<file path="config.mk">
export PLATFORM = sky130hd
export DESIGN_NAME = gpio_ovr_port
export DESIGN_NICKNAME = d
export VERILOG_FILES = /design/src/rtl/gpio_pkg.sv /design/src/rtl/gpio_in_sync.sv /design/src/rtl/gpio_regs.sv /design/src/rtl/gpio_pin_ctl.sv /design/src/rtl/gpio_ovr_port.sv
export SDC_FILE = /design/constraint.sdc
export NUM_CORES = 1
export LEC_CHECK = 0
export ABC_AREA = 1
export BUFFER_PORTS_ARGS = -buffer_cell sky130_fd_sc_hd__buf_2
export CAP_MARGIN = 20
export CORE_MARGIN = 3
export CORE_UTILIZATION = 44
export DETAILED_ROUTE_END_ITERATION = 8
export PLACE_DENSITY = 0.75
export SYNTH_ARGS = -nofsm -noshare
export SYNTH_HDL_FRONTEND = slang
export SYNTH_SLANG_ARGS = --single-unit
</file>
<file path="constraint.sdc">
create_clock -name clk -period 0.8 [get_ports clk]
set_input_delay 0.16 -clock clk [delete_from_list [all_inputs] [get_ports clk]]
set_output_delay 0.16 -clock clk [all_outputs]
set_load 0.005 [all_outputs]
</file>
<file path="src/rtl/gpio_pkg.sv">
package gpio_pkg;
  typedef enum logic [1:0] {
    REG_LATCH = 2'd0,
    REG_DIR   = 2'd1,
    REG_PEN   = 2'd2,
    REG_PPOL  = 2'd3
  } gpio_reg_e;

  localparam int unsigned REG_AW = 2;
endpackage

</file>
<file path="src/rtl/gpio_in_sync.sv">
module gpio_in_sync #(
  parameter int unsigned W      = 8,
  parameter int unsigned STAGES = 2
) (
  input  logic         clk,
  input  logic         rst_n,
  input  logic [W-1:0] d,
  output logic [W-1:0] q
);
  logic [W-1:0] stage_q [STAGES];

  always_ff @(posedge clk or negedge rst_n) begin
    if (!rst_n) begin
      for (int s = 0; s < STAGES; s++) stage_q[s] <= '0;
    end else begin
      stage_q[0] <= d;
      for (int s = 1; s < STAGES; s++) stage_q[s] <= stage_q[s-1];
    end
  end

  assign q = stage_q[STAGES-1];
endmodule

</file>
<file path="src/rtl/gpio_regs.sv">
module gpio_regs
  import gpio_pkg::*;
#(
  parameter int unsigned W = 8
) (
  input  logic              clk,
  input  logic              rst_n,
  input  logic              sel,
  input  logic              wr,
  input  logic [REG_AW-1:0] addr,
  input  logic [W-1:0]      wdata,
  input  logic [W-1:0]      pin_sync,
  output logic [W-1:0]      rdata,
  output logic [W-1:0]      latch_q,
  output logic [W-1:0]      dir_q,
  output logic [W-1:0]      pen_q,
  output logic [W-1:0]      ppol_q
);
  logic wr_hit;
  assign wr_hit = sel & wr;

  always_ff @(posedge clk or negedge rst_n) begin
    if (!rst_n) begin
      latch_q <= '0;
      dir_q   <= '0;
      pen_q   <= '0;
      ppol_q  <= '0;
    end else if (wr_hit) begin
      unique case (gpio_reg_e'(addr))
        REG_LATCH: latch_q <= wdata;
        REG_DIR:   dir_q   <= wdata;
        REG_PEN:   pen_q   <= wdata;
        REG_PPOL:  ppol_q  <= wdata;
        default:   ;
      endcase
    end
  end

  always_comb begin
    unique case (gpio_reg_e'(addr))
      REG_LATCH: rdata = (dir_q & latch_q) | (~dir_q & pin_sync);
      REG_DIR:   rdata = dir_q;
      REG_PEN:   rdata = pen_q;
      REG_PPOL:  rdata = ppol_q;
      default:   rdata = '0;
    endcase
  end


  dir_write_chk: assert property (@(posedge clk) disable iff (!rst_n)
    (sel && wr && addr == REG_DIR) |=> (dir_q == $past(wdata)));


  no_stray_write_chk: assert property (@(posedge clk) disable iff (!rst_n)
    (!(sel && wr)) |=> ($stable(latch_q) && $stable(dir_q) && $stable(pen_q) && $stable(ppol_q)));
endmodule

</file>
<file path="src/rtl/gpio_pin_ctl.sv">
module gpio_pin_ctl #(
  parameter int unsigned W       = 8,
  parameter int unsigned SPI_LSB = 4,
  parameter int unsigned SPI_N   = W - SPI_LSB,
  parameter int unsigned UART_N  = SPI_LSB / 2
) (
  input  logic              clk,
  input  logic              rst_n,
  input  logic [W-1:0]      latch_q,
  input  logic [W-1:0]      dir_q,
  input  logic [W-1:0]      pen_q,
  input  logic [W-1:0]      ppol_q,
  input  logic              spi_en,
  input  logic [SPI_N-1:0]  spi_oe,
  input  logic [SPI_N-1:0]  spi_out,
  input  logic [UART_N-1:0] tx_en,
  input  logic [UART_N-1:0] txd,
  input  logic [UART_N-1:0] rx_en,
  output logic [W-1:0]      pad_out,
  output logic [W-1:0]      pad_oe,
  output logic [W-1:0]      pad_pu,
  output logic [W-1:0]      pad_pd
);
  for (genvar i = 0; i < W; i++) begin : g_pin
    if (i >= SPI_LSB) begin : g_spi
      assign pad_oe[i]  = spi_en ? spi_oe[i-SPI_LSB]  : dir_q[i];
      assign pad_out[i] = spi_en ? spi_out[i-SPI_LSB] : latch_q[i];
    end else if (i % 2 == 1) begin : g_tx
      assign pad_oe[i]  = tx_en[i/2] | dir_q[i];
      assign pad_out[i] = tx_en[i/2] ? txd[i/2] : latch_q[i];
    end else begin : g_rx
      assign pad_oe[i]  = ~rx_en[i/2] & dir_q[i];
      assign pad_out[i] = latch_q[i];
    end
    assign pad_pu[i] = pen_q[i] & ~pad_oe[i] & ~ppol_q[i];
    assign pad_pd[i] = pen_q[i] & ~pad_oe[i] &  ppol_q[i];
  end


  pull_exclusive_chk: assert property (@(posedge clk) disable iff (!rst_n)
    (pad_pu & pad_pd) == '0);


  pull_output_chk: assert property (@(posedge clk) disable iff (!rst_n)
    ((pad_pu | pad_pd) & pad_oe) == '0);


  uart0_tx_chk: assert property (@(posedge clk) disable iff (!rst_n)
    tx_en[0] |-> (pad_oe[1] && pad_out[1] == txd[0]));


  uart0_rx_chk: assert property (@(posedge clk) disable iff (!rst_n)
    rx_en[0] |-> !pad_oe[0]);


  spi_take_chk: assert property (@(posedge clk) disable iff (!rst_n)
    spi_en |-> (pad_oe[W-1:SPI_LSB] == spi_oe && pad_out[W-1:SPI_LSB] == spi_out));
endmodule

</file>
<file path="src/rtl/gpio_ovr_port.sv">
module gpio_ovr_port
  import gpio_pkg::*;
#(
  parameter int unsigned PINS        = 8,
  parameter int unsigned SYNC_STAGES = 2,
  parameter int unsigned SPI_LSB     = 4,
  localparam int unsigned SPI_N      = PINS - SPI_LSB,
  localparam int unsigned UART_N     = SPI_LSB / 2
) (
  input  logic              clk,
  input  logic              rst_n,
  input  logic              bus_sel,
  input  logic              bus_wr,
  input  logic [REG_AW-1:0] bus_addr,
  input  logic [PINS-1:0]   bus_wdata,
  output logic [PINS-1:0]   bus_rdata,
  input  logic              spi_en,
  input  logic [SPI_N-1:0]  spi_oe,
  input  logic [SPI_N-1:0]  spi_out,
  output logic [SPI_N-1:0]  spi_in,
  input  logic [UART_N-1:0] uart_tx_en,
  input  logic [UART_N-1:0] uart_txd,
  input  logic [UART_N-1:0] uart_rx_en,
  output logic [UART_N-1:0] uart_rxd,
  input  logic [PINS-1:0]   pad_in,
  output logic [PINS-1:0]   pad_out,
  output logic [PINS-1:0]   pad_oe,
  output logic [PINS-1:0]   pad_pu,
  output logic [PINS-1:0]   pad_pd
);
  logic [PINS-1:0] pin_sync;
  logic [PINS-1:0] latch_q, dir_q, pen_q, ppol_q;

  gpio_in_sync #(.W(PINS), .STAGES(SYNC_STAGES)) u_sync (
    .clk(clk), .rst_n(rst_n), .d(pad_in), .q(pin_sync)
  );

  gpio_regs #(.W(PINS)) u_regs (
    .clk(clk), .rst_n(rst_n), .sel(bus_sel), .wr(bus_wr), .addr(bus_addr),
    .wdata(bus_wdata), .pin_sync(pin_sync), .rdata(bus_rdata),
    .latch_q(latch_q), .dir_q(dir_q), .pen_q(pen_q), .ppol_q(ppol_q)
  );

  gpio_pin_ctl #(.W(PINS), .SPI_LSB(SPI_LSB)) u_ctl (
    .clk(clk), .rst_n(rst_n), .latch_q(latch_q), .dir_q(dir_q),
    .pen_q(pen_q), .ppol_q(ppol_q), .spi_en(spi_en), .spi_oe(spi_oe),
    .spi_out(spi_out), .tx_en(uart_tx_en), .txd(uart_txd), .rx_en(uart_rx_en),
    .pad_out(pad_out), .pad_oe(pad_oe), .pad_pu(pad_pu), .pad_pd(pad_pd)
  );

  assign spi_in = pin_sync[PINS-1:SPI_LSB];
  for (genvar c = 0; c < UART_N; c++) begin : g_rxd
    assign uart_rxd[c] = pin_sync[2*c];
  end
endmodule

</file>
# Word-level counts from Yosys, hierarchy flattened
# Index checks and enable logic that the tools add are counted.
dict set report totals {
  memories 0
  register_bits 48
  in_bits 37
  ram_bits 0
  latch_bits 0
  wordCells 76
  mem_bits_ro 0
  out_inout_bits 46
}
dict set report op_classes {
  n_reduce_logical 5
  mux 11
  n_addsub 0
  order_cmp 0
  n_shift 0
  div_mod_pow 0
  n_bitwise 51
  eq_ne 3
  multipliers 0
}
# op n
set ops {}
lappend ops {{$pmux W8 S4} 1}
lappend ops {{$and A1 B1 Y1} 27}
lappend ops {{$not A1 Y1} 18}
lappend ops {{$and A8 B8 Y8} 2}
lappend ops {{$mux W1} 10}
lappend ops {{$not A8 Y8} 1}
lappend ops {{$or A8 B8 Y8} 1}
lappend ops {{$reduce_and A2 Y1} 4}
lappend ops {{$eq A2 B2 Y1 const B} 2}
lappend ops {{$eq A2 B1 Y1 const B} 1}
lappend ops {{$logic_not A2 Y1} 1}
lappend ops {{$or A1 B1 Y1} 2}

# Depth between registers and ports, before layout
# Gate-level depths: netlist (run 1).
dict set report logic_depth {
  word_depth 5
  depth_mapped 7
}

# By module
# A second synthesis (run 1) with hierarchy kept.
dict set report hier_totals {
  cells_unflattened 311
  hier_area_um2 2519.9
}
# module seq_area_each_um2 cells_per_inst area_each_um2 instances
set modules_own_cells {}
lappend modules_own_cells {gpio_regs 800.8 211 1691.6 1}
lappend modules_own_cells {gpio_in_sync 400.4 24 460.4 1}
lappend modules_own_cells {gpio_pin_ctl 0.0 76 367.9 1}

# Worst setup path before layout (run 1)
# Ideal clock, no wire load.
dict set report synth_path {
  kind {input -> register}
  start {input port bus_sel}
  end {register u_regs.dir_q[5]}
  n_path_buf 1
  path_slack_ps -132
  cell_stages 6
  arrival_time_ps 806
  path_cell_list {nand2_1 inv_1 nand2_1 buf_2 nand2_1 o21ai_0}
}
dict set report synth_via {
  elab_chain_cells 2
}
# item line_no
set synth_lines {}
lappend synth_lines {{from (decl)} gpio_ovr_port.sv:12} ;# input logic bus_sel,
lappend synth_lines {{$and A1 B1 Y1} gpio_regs.sv:20} ;# assign wr_hit = sel & wr;
lappend synth_lines {{$reduce_and A2 Y1 (no source line)} -}
lappend synth_lines {{to (signal assigned)} gpio_regs.sv:31} ;# REG_DIR: dir_q <= wdata;
lappend synth_lines {{to (decl)} gpio_regs.sv:15} ;# output logic [W-1:0] dir_q,
# Every way passes these cells.
# A chain may end at the register's enable or synchronous reset.

# Final worst setup path (run 1)
dict set report layout_path {
  start {register u_regs.dir_q[2]}
  end {output port pad_oe[2]}
}
dict set report layout_via {
  elab_chain_cells 1
}
# item line_no
set layout_lines {}
lappend layout_lines {{$and A1 B1 Y1} gpio_pin_ctl.sv:32} ;# assign pad_oe[i] = ~rx_en[i/2] & dir_q[i];
lappend layout_lines {{to (decl)} gpio_ovr_port.sv:27} ;# output logic [PINS-1:0] pad_oe,
# Every way passes these cells.

==> flow_results.xml, run 1 <==
<?xml version="1.0" encoding="UTF-8"?>
<metrics>
  <group name="clock_tree">
    <metric name="cts-htree-levels" unit="">2</metric>
    <metric name="cts_tree" unit="">built</metric>
    <metric name="cts_max_path_buffers" unit="">2</metric>
    <metric name="cts_made_buffers" unit="">5</metric>
    <metric name="clk_lat_worst_skew" unit="ns">0.30</metric>
    <metric name="clk_pin_slew_worst_paths" unit="ns">0.08</metric>
    <metric name="clkSinkCount" unit="">48</metric>
    <metric name="cts_root_buffer" unit="">clkbuf_8</metric>
  </group>
  <group name="yosys">
    <metric name="synth_edf_count" unit="">0</metric>
    <metric name="async_reset_ff_share" unit="%">100.0</metric>
    <metric name="yosys_register_bits" unit="">48</metric>
    <metric name="yosys.area.top_type_share" unit="%">52.15</metric>
    <metric name="post_synth_top_cells" unit="">nand2_1, dfrtp_1, o21ai_0, inv_1, nor2_1</metric>
    <metric name="yosys_warnings" unit="">0</metric>
    <metric name="post_synth.cell_area_avg" unit="µm²">7.889</metric>
    <metric name="post-synth-top-count-cell" unit="">nand2_1</metric>
    <metric name="post_synth_instance_area" unit="µm²">2303</metric>
    <metric name="netlist-cell-type-count" unit="">17</metric>
    <metric name="post_synth_main_area_contributors" unit="">dfrtp_1, nand2_1, o21ai_0, inv_1, nor2_1</metric>
    <metric name="post-synth-top-area-cell" unit="">dfrtp_1</metric>
    <metric name="postSynth.topFlopCell" unit="">dfrtp_1</metric>
    <metric name="synth_seq_area_share" unit="%">52.15</metric>
    <metric name="syn_nets" unit="">329</metric>
    <metric name="syn_inst" unit="">292</metric>
  </group>
  <group name="die">
    <metric name="design.die.area" unit="µm²">6140</metric>
    <metric name="ioPinCount" unit="">83</metric>
    <metric name="core-area" unit="µm²">4880</metric>
    <metric name="die_width" unit="µm">78.36</metric>
    <metric name="initial_core_util" unit="%">47.21</metric>
    <metric name="floorplan.rows" unit="">25</metric>
    <metric name="dieHeight" unit="µm">78.36</metric>
  </group>
  <group name="worst_setup_path">
    <metric name="crit_type" unit="">reg -&gt; out</metric>
    <metric name="startpoint_type" unit="">flop</metric>
    <metric name="setup.worst_path.end_class" unit="">output port</metric>
    <metric name="worst-path-max-fanout" unit="">4</metric>
    <metric name="regToRegSetupSlack" unit="ns">0.01</metric>
    <metric name="arrival" unit="ns">1.21</metric>
    <metric name="critPathRequiredTime" unit="ns">0.64</metric>
  </group>
  <group name="grt">
    <metric name="first_global_vias" unit="">2241</metric>
    <metric name="wire_length_of_the_first_global_routing_pass" unit="µm">10200</metric>
    <metric name="grtUsageMet1" unit="%">26.98</metric>
    <metric name="grt_overflow" unit="">0</metric>
    <metric name="grt_start_max_net_pins" unit="">49</metric>
    <metric name="global_route.peak_usage_layer" unit="">met2</metric>
    <metric name="use_met2" unit="%">35.96</metric>
    <metric name="grtUsageMet3" unit="%">3.784</metric>
    <metric name="globalRouteTotalUtil" unit="%">21.11</metric>
    <metric name="antenna_found_initial" unit="">0</metric>
  </group>
  <group name="place">
    <metric name="io_buffer_count" unit="">82</metric>
    <metric name="placedCellCount" unit="">458</metric>
    <metric name="detailed_place_hpwl" unit="µm">4233</metric>
    <metric name="dp_worst_setup_slack" unit="ns">-0.2907</metric>
    <metric name="detailed_place.area" unit="µm²">3012</metric>
    <metric name="gp_congestion" unit="">0.8394</metric>
  </group>
  <group name="hold_path">
    <metric name="holdCritPathClass" unit="">in -&gt; reg</metric>
  </group>
  <group name="route">
    <metric name="routed_via_density" unit="">4.792</metric>
    <metric name="vias" unit="">2324</metric>
    <metric name="drt.antenna.violating_nets" unit="">0</metric>
    <metric name="drtIter0Drc" unit="">112</metric>
    <metric name="avgRoutedWirePerCell" unit="µm">13.27</metric>
    <metric name="detail_route.wirelength" unit="µm">6434</metric>
    <metric name="detail_route.drc_violations" unit="">0</metric>
    <metric name="detail_route.first_pass.iterations" unit="">4</metric>
  </group>
  <group name="timing">
    <metric name="fin_worst_hold_slack" unit="ns">0.07952</metric>
    <metric name="number_of_setup_violations_in_the_final_report" unit="">46</metric>
    <metric name="period_share" unit="%">171.5</metric>
    <metric name="fmax" unit="GHz">0.7291</metric>
    <metric name="timing.final.hold_violations" unit="">0</metric>
    <metric name="worstMarginPinSlew" unit="ns">0.2589</metric>
    <metric name="grt_setup_unrepaired" unit="">true</metric>
    <metric name="remaining_max_slew_budget_at_the_tightest_pin" unit="%">82.74</metric>
    <metric name="final_critical_path_setup_slack" unit="ns">-0.5716</metric>
    <metric name="drv_slew" unit="">0</metric>
    <metric name="final_critical_path_required_period" unit="ns">1.372</metric>
    <metric name="fin_worst_skew" unit="ns">0.001204</metric>
  </group>
  <group name="finish">
    <metric name="final_cell_count_no_fill" unit="">485</metric>
    <metric name="post_route_cells_drive_above_1_share" unit="%">45.69</metric>
    <metric name="diodes_inserted" unit="">0</metric>
    <metric name="relative_area_change_from_synthesis_to_final_layout" unit="%">51.44</metric>
    <metric name="finalNetCount" unit="">455</metric>
    <metric name="finalInstanceArea" unit="µm²">3488</metric>
  </group>
  <group name="flow_run">
    <metric name="max_cap_violations" unit="">0</metric>
  </group>
  <group name="run_status">
    <metric name="violations" unit="">negative setup slack</metric>
    <metric name="status" unit="">complete, but fails checks</metric>
  </group>
  <group name="power_and_ir_drop">
    <metric name="leakage" unit="nW">1.878</metric>
    <metric name="finalPower" unit="mW">6.869</metric>
    <metric name="ir_worst_vdd" unit="mV">1.262</metric>
    <metric name="power.density" unit="nW/µm²">1969</metric>
  </group>
</metrics>
## power by group
group / internal, mW / total [mW] / leakage, nW / switching (mW)
Combinational: 1.21 / 2.26 / 1.24 / 1.05
Sequential: 2.78 / 3.07 / 0.583 / 0.293
Clock: 0.770 / 1.53 / 0.0503 / 0.764
## stage by stage
step	util (%)	TNS [ns]
after floorplan	-	-0.5935
after global placement	61.72	-11.49
after detailed placement	61.72	-12.73
after CTS	68.51	-18.78
after global routing	71.49	-21.67
final	71.49	-18.60
## repair_timing
action / 4_1_cts / 5_1_grt
buffers inserted: 9 / 7
hold buffers: 9 / 0
resized for setup: 34 / 60
cloned: 0 / 0
pin swaps: 20 / 10
endpoints found under the setup margin: 47 / 69
hold endpoints to repair: 56 / 0
## cell families after synthesis
group | count (synthesis) | synth area share, %
AO/OA/AOI/OAI | 48 | 11.30
flip-flops | 48 | 52.15
AND/OR/NAND/NOR | 142 | 25.31
buffers and inverters | 54 | 11.24
## routing by layer
layer / routed length (µm) / vias to the layer above / part of all wire (%)
met2: 3299 / 72 / 51
met3: 340 / 9 / 5.3
met1: 2706 / 1074 / 42
met5: 0 / - / 0
li1: - / 1169 / -
met4: 88 / 0 / 1.4
## final timing paths
check,end,start,cells after the start
worst min register to register,u_sync.q[0],u_sync.stage_q[8],0
worst max-delay path,pad_oe[2],u_regs.dir_q[2],5
min in group asynchronous,u_sync.stage_q[9],rst_n,3
worst min-delay path,u_regs.ppol_q[2],bus_wdata[2],3
max in group asynchronous,u_regs.dir_q[5],rst_n,3
worst max register to register,u_regs.dir_q[5],u_regs.dir_q[5],3
## sequential cells by signal, summed over array words and instances, names as in the netlist
signal          flops
u_regs.dir_q        8
u_regs.latch_q      8
u_regs.pen_q        8
u_regs.ppol_q       8
u_sync.q            8
u_sync.stage_q      8
## cells in the final DEF (no fill, tap or decap), drive strengths merged
master	netlist	final
nand3	22	22
nor2	38	38
dfrtp	48	48
buf	15	126
o211ai	8	8
inv	38	38
nand2	82	82
dlygate4sd3	0	9
o21ai	40	40
clkbuf	1	7
## final cells by class
cell class                      count  area, µm²
Fill cell                         386       1391
Sequential cell                    48       1204
Multi-Input combinational cell    190      978.4
Timing Repair Buffer              135      975.9
Inverter                           38      150.1
Clock buffer                        7      96.34
Tap cell                           67      83.83
## critical path: stages, from the launching register on
cell and delay [ns]:
dfrtp_1 0.41, inv_2 0.08, buf_4 0.14, buf_6 0.10
nor2_1 0.07, buf_2 0.11
Power figures use the tool's default switching activity.
==> run 2: changes to the inputs <==
--- a/config.mk
+++ b/config.mk
@@ -9,9 +9,8 @@
 export BUFFER_PORTS_ARGS = -buffer_cell sky130_fd_sc_hd__buf_2
 export CAP_MARGIN = 20
 export CORE_MARGIN = 3
-export CORE_UTILIZATION = 44
+export CORE_UTILIZATION = 35
 export DETAILED_ROUTE_END_ITERATION = 8
-export PLACE_DENSITY = 0.75
 export SYNTH_ARGS = -nofsm -noshare
 export SYNTH_HDL_FRONTEND = slang
 export SYNTH_SLANG_ARGS = --single-unit
==> run 2 against run 1 <==
  * Critical path type unchanged
  * Flip-flop and latch count unchanged
  * Clock-buffer cell count increased by 1
  * The run still ends with negative setup slack left
  * Combinational power increased by 3%
  * Hold slack got worse by 0.0052 ns
  * First-iteration DRC count increased by 8.9%
  * Sequential share of layout area decreased by 0.82 points
  * Total power increased by 0.32%
  * Register-to-register slack got worse by 0.05 ns
  * Global-route usage decreased by 3.7 points
==> flow_results.xml, run 2 (same netlist as run 1, synthesis figures left out) <==
<?xml version="1.0" encoding="UTF-8"?>
<metrics>
  <group name="finish">
    <metric name="relative_area_change_from_synthesis_to_final_layout" unit="%">55.30</metric>
    <metric name="seqCellArea" unit="µm²">1205</metric>
    <metric name="most_used_cells_in_the_layout_excluding_fill_and_tap_cells" unit="">buf_2, nand2_1, dfrtp_1</metric>
    <metric name="post_route_cells_drive_above_1_share" unit="%">47.79</metric>
    <metric name="final_cell_count_no_fill" unit="">504</metric>
    <metric name="multi_input_area" unit="µm²">997.2</metric>
    <metric name="finalCoreUtilization" unit="%">58.35</metric>
    <metric name="diodes_inserted" unit="">0</metric>
    <metric name="final_common_cell" unit="">buf_2</metric>
    <metric name="num-fill-cells" unit="">558</metric>
    <metric name="finalNetCount" unit="">465</metric>
  </group>
  <group name="timing">
    <metric name="number_of_setup_violations_in_the_final_report" unit="">49</metric>
    <metric name="setup_tns" unit="ns">-18.59</metric>
    <metric name="fin_worst_skew" unit="ns">0.002833</metric>
    <metric name="final_critical_path_required_period" unit="ns">1.356</metric>
    <metric name="period_share" unit="%">169.5</metric>
    <metric name="drv_slew" unit="">0</metric>
    <metric name="worstMarginPinSlew" unit="ns">0.2572</metric>
    <metric name="fmax" unit="GHz">0.7373</metric>
    <metric name="final_critical_path_setup_slack" unit="ns">-0.5563</metric>
    <metric name="remaining_max_slew_budget_at_the_tightest_pin" unit="%">82.85</metric>
    <metric name="timing.final.hold_violations" unit="">0</metric>
    <metric name="grt_setup_unrepaired" unit="">true</metric>
  </group>
  <group name="die">
    <metric name="design.die.area" unit="µm²">7591</metric>
    <metric name="initial_core_util" unit="%">37.57</metric>
    <metric name="die_width" unit="µm">87.13</metric>
    <metric name="ioPinCount" unit="">83</metric>
    <metric name="floorplan.rows" unit="">28</metric>
    <metric name="core-area" unit="µm²">6131</metric>
    <metric name="dieHeight" unit="µm">87.13</metric>
  </group>
  <group name="power_and_ir_drop">
    <metric name="clock_power_share" unit="%">21.6</metric>
    <metric name="p_sw_share" unit="%">30.80</metric>
    <metric name="combinationalPowerShare" unit="%">33.8</metric>
    <metric name="finalPower" unit="mW">6.891</metric>
    <metric name="power.density" unit="nW/µm²">1926</metric>
    <metric name="p_switching" unit="mW">2.122</metric>
    <metric name="sequentialPowerShare" unit="%">44.6</metric>
    <metric name="internal" unit="mW">4.769</metric>
    <metric name="leakage" unit="nW">1.921</metric>
    <metric name="ir_worst_vdd" unit="mV">1.022</metric>
  </group>
  <group name="worst_setup_path">
    <metric name="arrival" unit="ns">1.20</metric>
    <metric name="critPathRequiredTime" unit="ns">0.64</metric>
    <metric name="setup.worst_path.end_class" unit="">output port</metric>
    <metric name="startpoint_type" unit="">flop</metric>
    <metric name="crit_type" unit="">reg -&gt; out</metric>
    <metric name="worst-path-max-fanout" unit="">4</metric>
  </group>
  <group name="grt">
    <metric name="first_global_vias" unit="">2228</metric>
    <metric name="antenna_found_initial" unit="">0</metric>
    <metric name="grt_overflow" unit="">0</metric>
    <metric name="globalRouteTotalUtil" unit="%">17.40</metric>
    <metric name="grt_start_max_net_pins" unit="">49</metric>
    <metric name="wire_length_of_the_first_global_routing_pass" unit="µm">10240</metric>
  </group>
  <group name="route">
    <metric name="avgRoutedWirePerCell" unit="µm">12.58</metric>
    <metric name="detail_route.first_pass.iterations" unit="">4</metric>
    <metric name="drt.antenna.violating_nets" unit="">0</metric>
    <metric name="routed_via_density" unit="">4.599</metric>
    <metric name="drtIter0Drc" unit="">122</metric>
    <metric name="detail_route.drc_violations" unit="">0</metric>
    <metric name="detail_route.wirelength" unit="µm">6342</metric>
    <metric name="vias" unit="">2318</metric>
  </group>
  <group name="clock_tree">
    <metric name="cts_tree" unit="">built</metric>
    <metric name="clk_lat_worst_skew" unit="ns">0.30</metric>
    <metric name="cts_made_buffers" unit="">5</metric>
    <metric name="cts-htree-levels" unit="">2</metric>
    <metric name="clk_pin_slew_worst_paths" unit="ns">0.09</metric>
    <metric name="clkSinkCount" unit="">48</metric>
    <metric name="cts_max_path_buffers" unit="">2</metric>
    <metric name="cts_root_buffer" unit="">clkbuf_8</metric>
  </group>
  <group name="place">
    <metric name="io_buffer_count" unit="">82</metric>
    <metric name="gp_congestion" unit="">0.7571</metric>
    <metric name="dp_worst_setup_slack" unit="ns">-0.2880</metric>
    <metric name="placedCellCount" unit="">477</metric>
    <metric name="detailed_place_hpwl" unit="µm">4466</metric>
  </group>
  <group name="run_status">
    <metric name="status" unit="">complete, but fails checks</metric>
    <metric name="violations" unit="">negative setup slack</metric>
  </group>
  <group name="flow_run">
    <metric name="max_cap_violations" unit="">0</metric>
  </group>
  <group name="hold_path">
    <metric name="holdCritPathClass" unit="">in -&gt; reg</metric>
  </group>
</metrics>
-- run 2: cell types whose count changed in the layout (fill, tap and decap cells not counted), sizes merged --
cell / before / now
buf: 126 / 136
clkbuf: 7 / 8
-- run 2: cell type report --
class	count	share of cell area [%]
well taps	75	2.623
repair buffers	145	29.10
flip-flops and latches	48	33.68
inverters	38	4.197
clock buffers	8	2.518
multi-input cells	190	27.88
-- run 2: power groups by stage --
stage | Sequential (mW) | Combinational [mW] | Clock (mW)
floorplan | 3.03 | 0.848 | 0
global placement | 3.06 | 1.77 | 0
detailed placement | 3.07 | 1.81 | 0
CTS | 3.05 | 2.06 | 1.53
global route | 3.12 | 2.61 | 1.67
finish | 3.07 | 2.33 | 1.49
-- run 2: path summary, 6_finish.rpt --
| check | end | depth (start not counted) | start | slack [ns] |
|---|---|---|---|---|
| min | u_regs.ppol_q[4] | 3 | bus_wdata[4] | 0.07 |
| max in group asynchronous | u_regs.dir_q[7] | 3 | rst_n | 0.20 |
| min reg2reg | u_sync.q[4] | 0 | u_sync.stage_q[12] | 0.35 |
| max reg2reg | u_regs.latch_q[7] | 4 | u_regs.latch_q[7] | -0.04 |
| max | pad_oe[2] | 5 | u_regs.dir_q[2] | -0.56 |
| min in group asynchronous | u_sync.stage_q[12] | 3 | rst_n | 0.36 |
-- run 2: routing by layer --
layer / vias up / global-route usage [%] / share of wire (%)
met5: - / 0 / 0
met4: 0 / 4.603 / 1.2
met3: 8 / 3.784 / 6.5
met2: 68 / 28.43 / 48
met1: 1052 / 23.45 / 44
li1: 1190 / - / -
-- run 2: worst max-delay path: stages (launching register included) --
cell     delay [ns]
dfrtp_1        0.42
inv_2          0.08
buf_4          0.13
buf_6          0.11
nor2_4         0.06
buf_2          0.11
-- run 2: metrics by stage --
stage	hold WS, ns	instance area (µm²)
floorplan	-0.1356	2364
global placement	0.1628	3079
detailed placement	0.1685	3079
CTS	0.07449	3390
global route	0.08319	3577
finish	0.07431	3577
-- run 2: what timing repair did --
item	in CTS	in global routing
cloned	0	0
gates resized for setup	46	62
hold endpoints to repair	56	0
endpoints found under the setup margin	51	71
pin swaps	17	13
hold buffers	9	0
buffers inserted	7	13
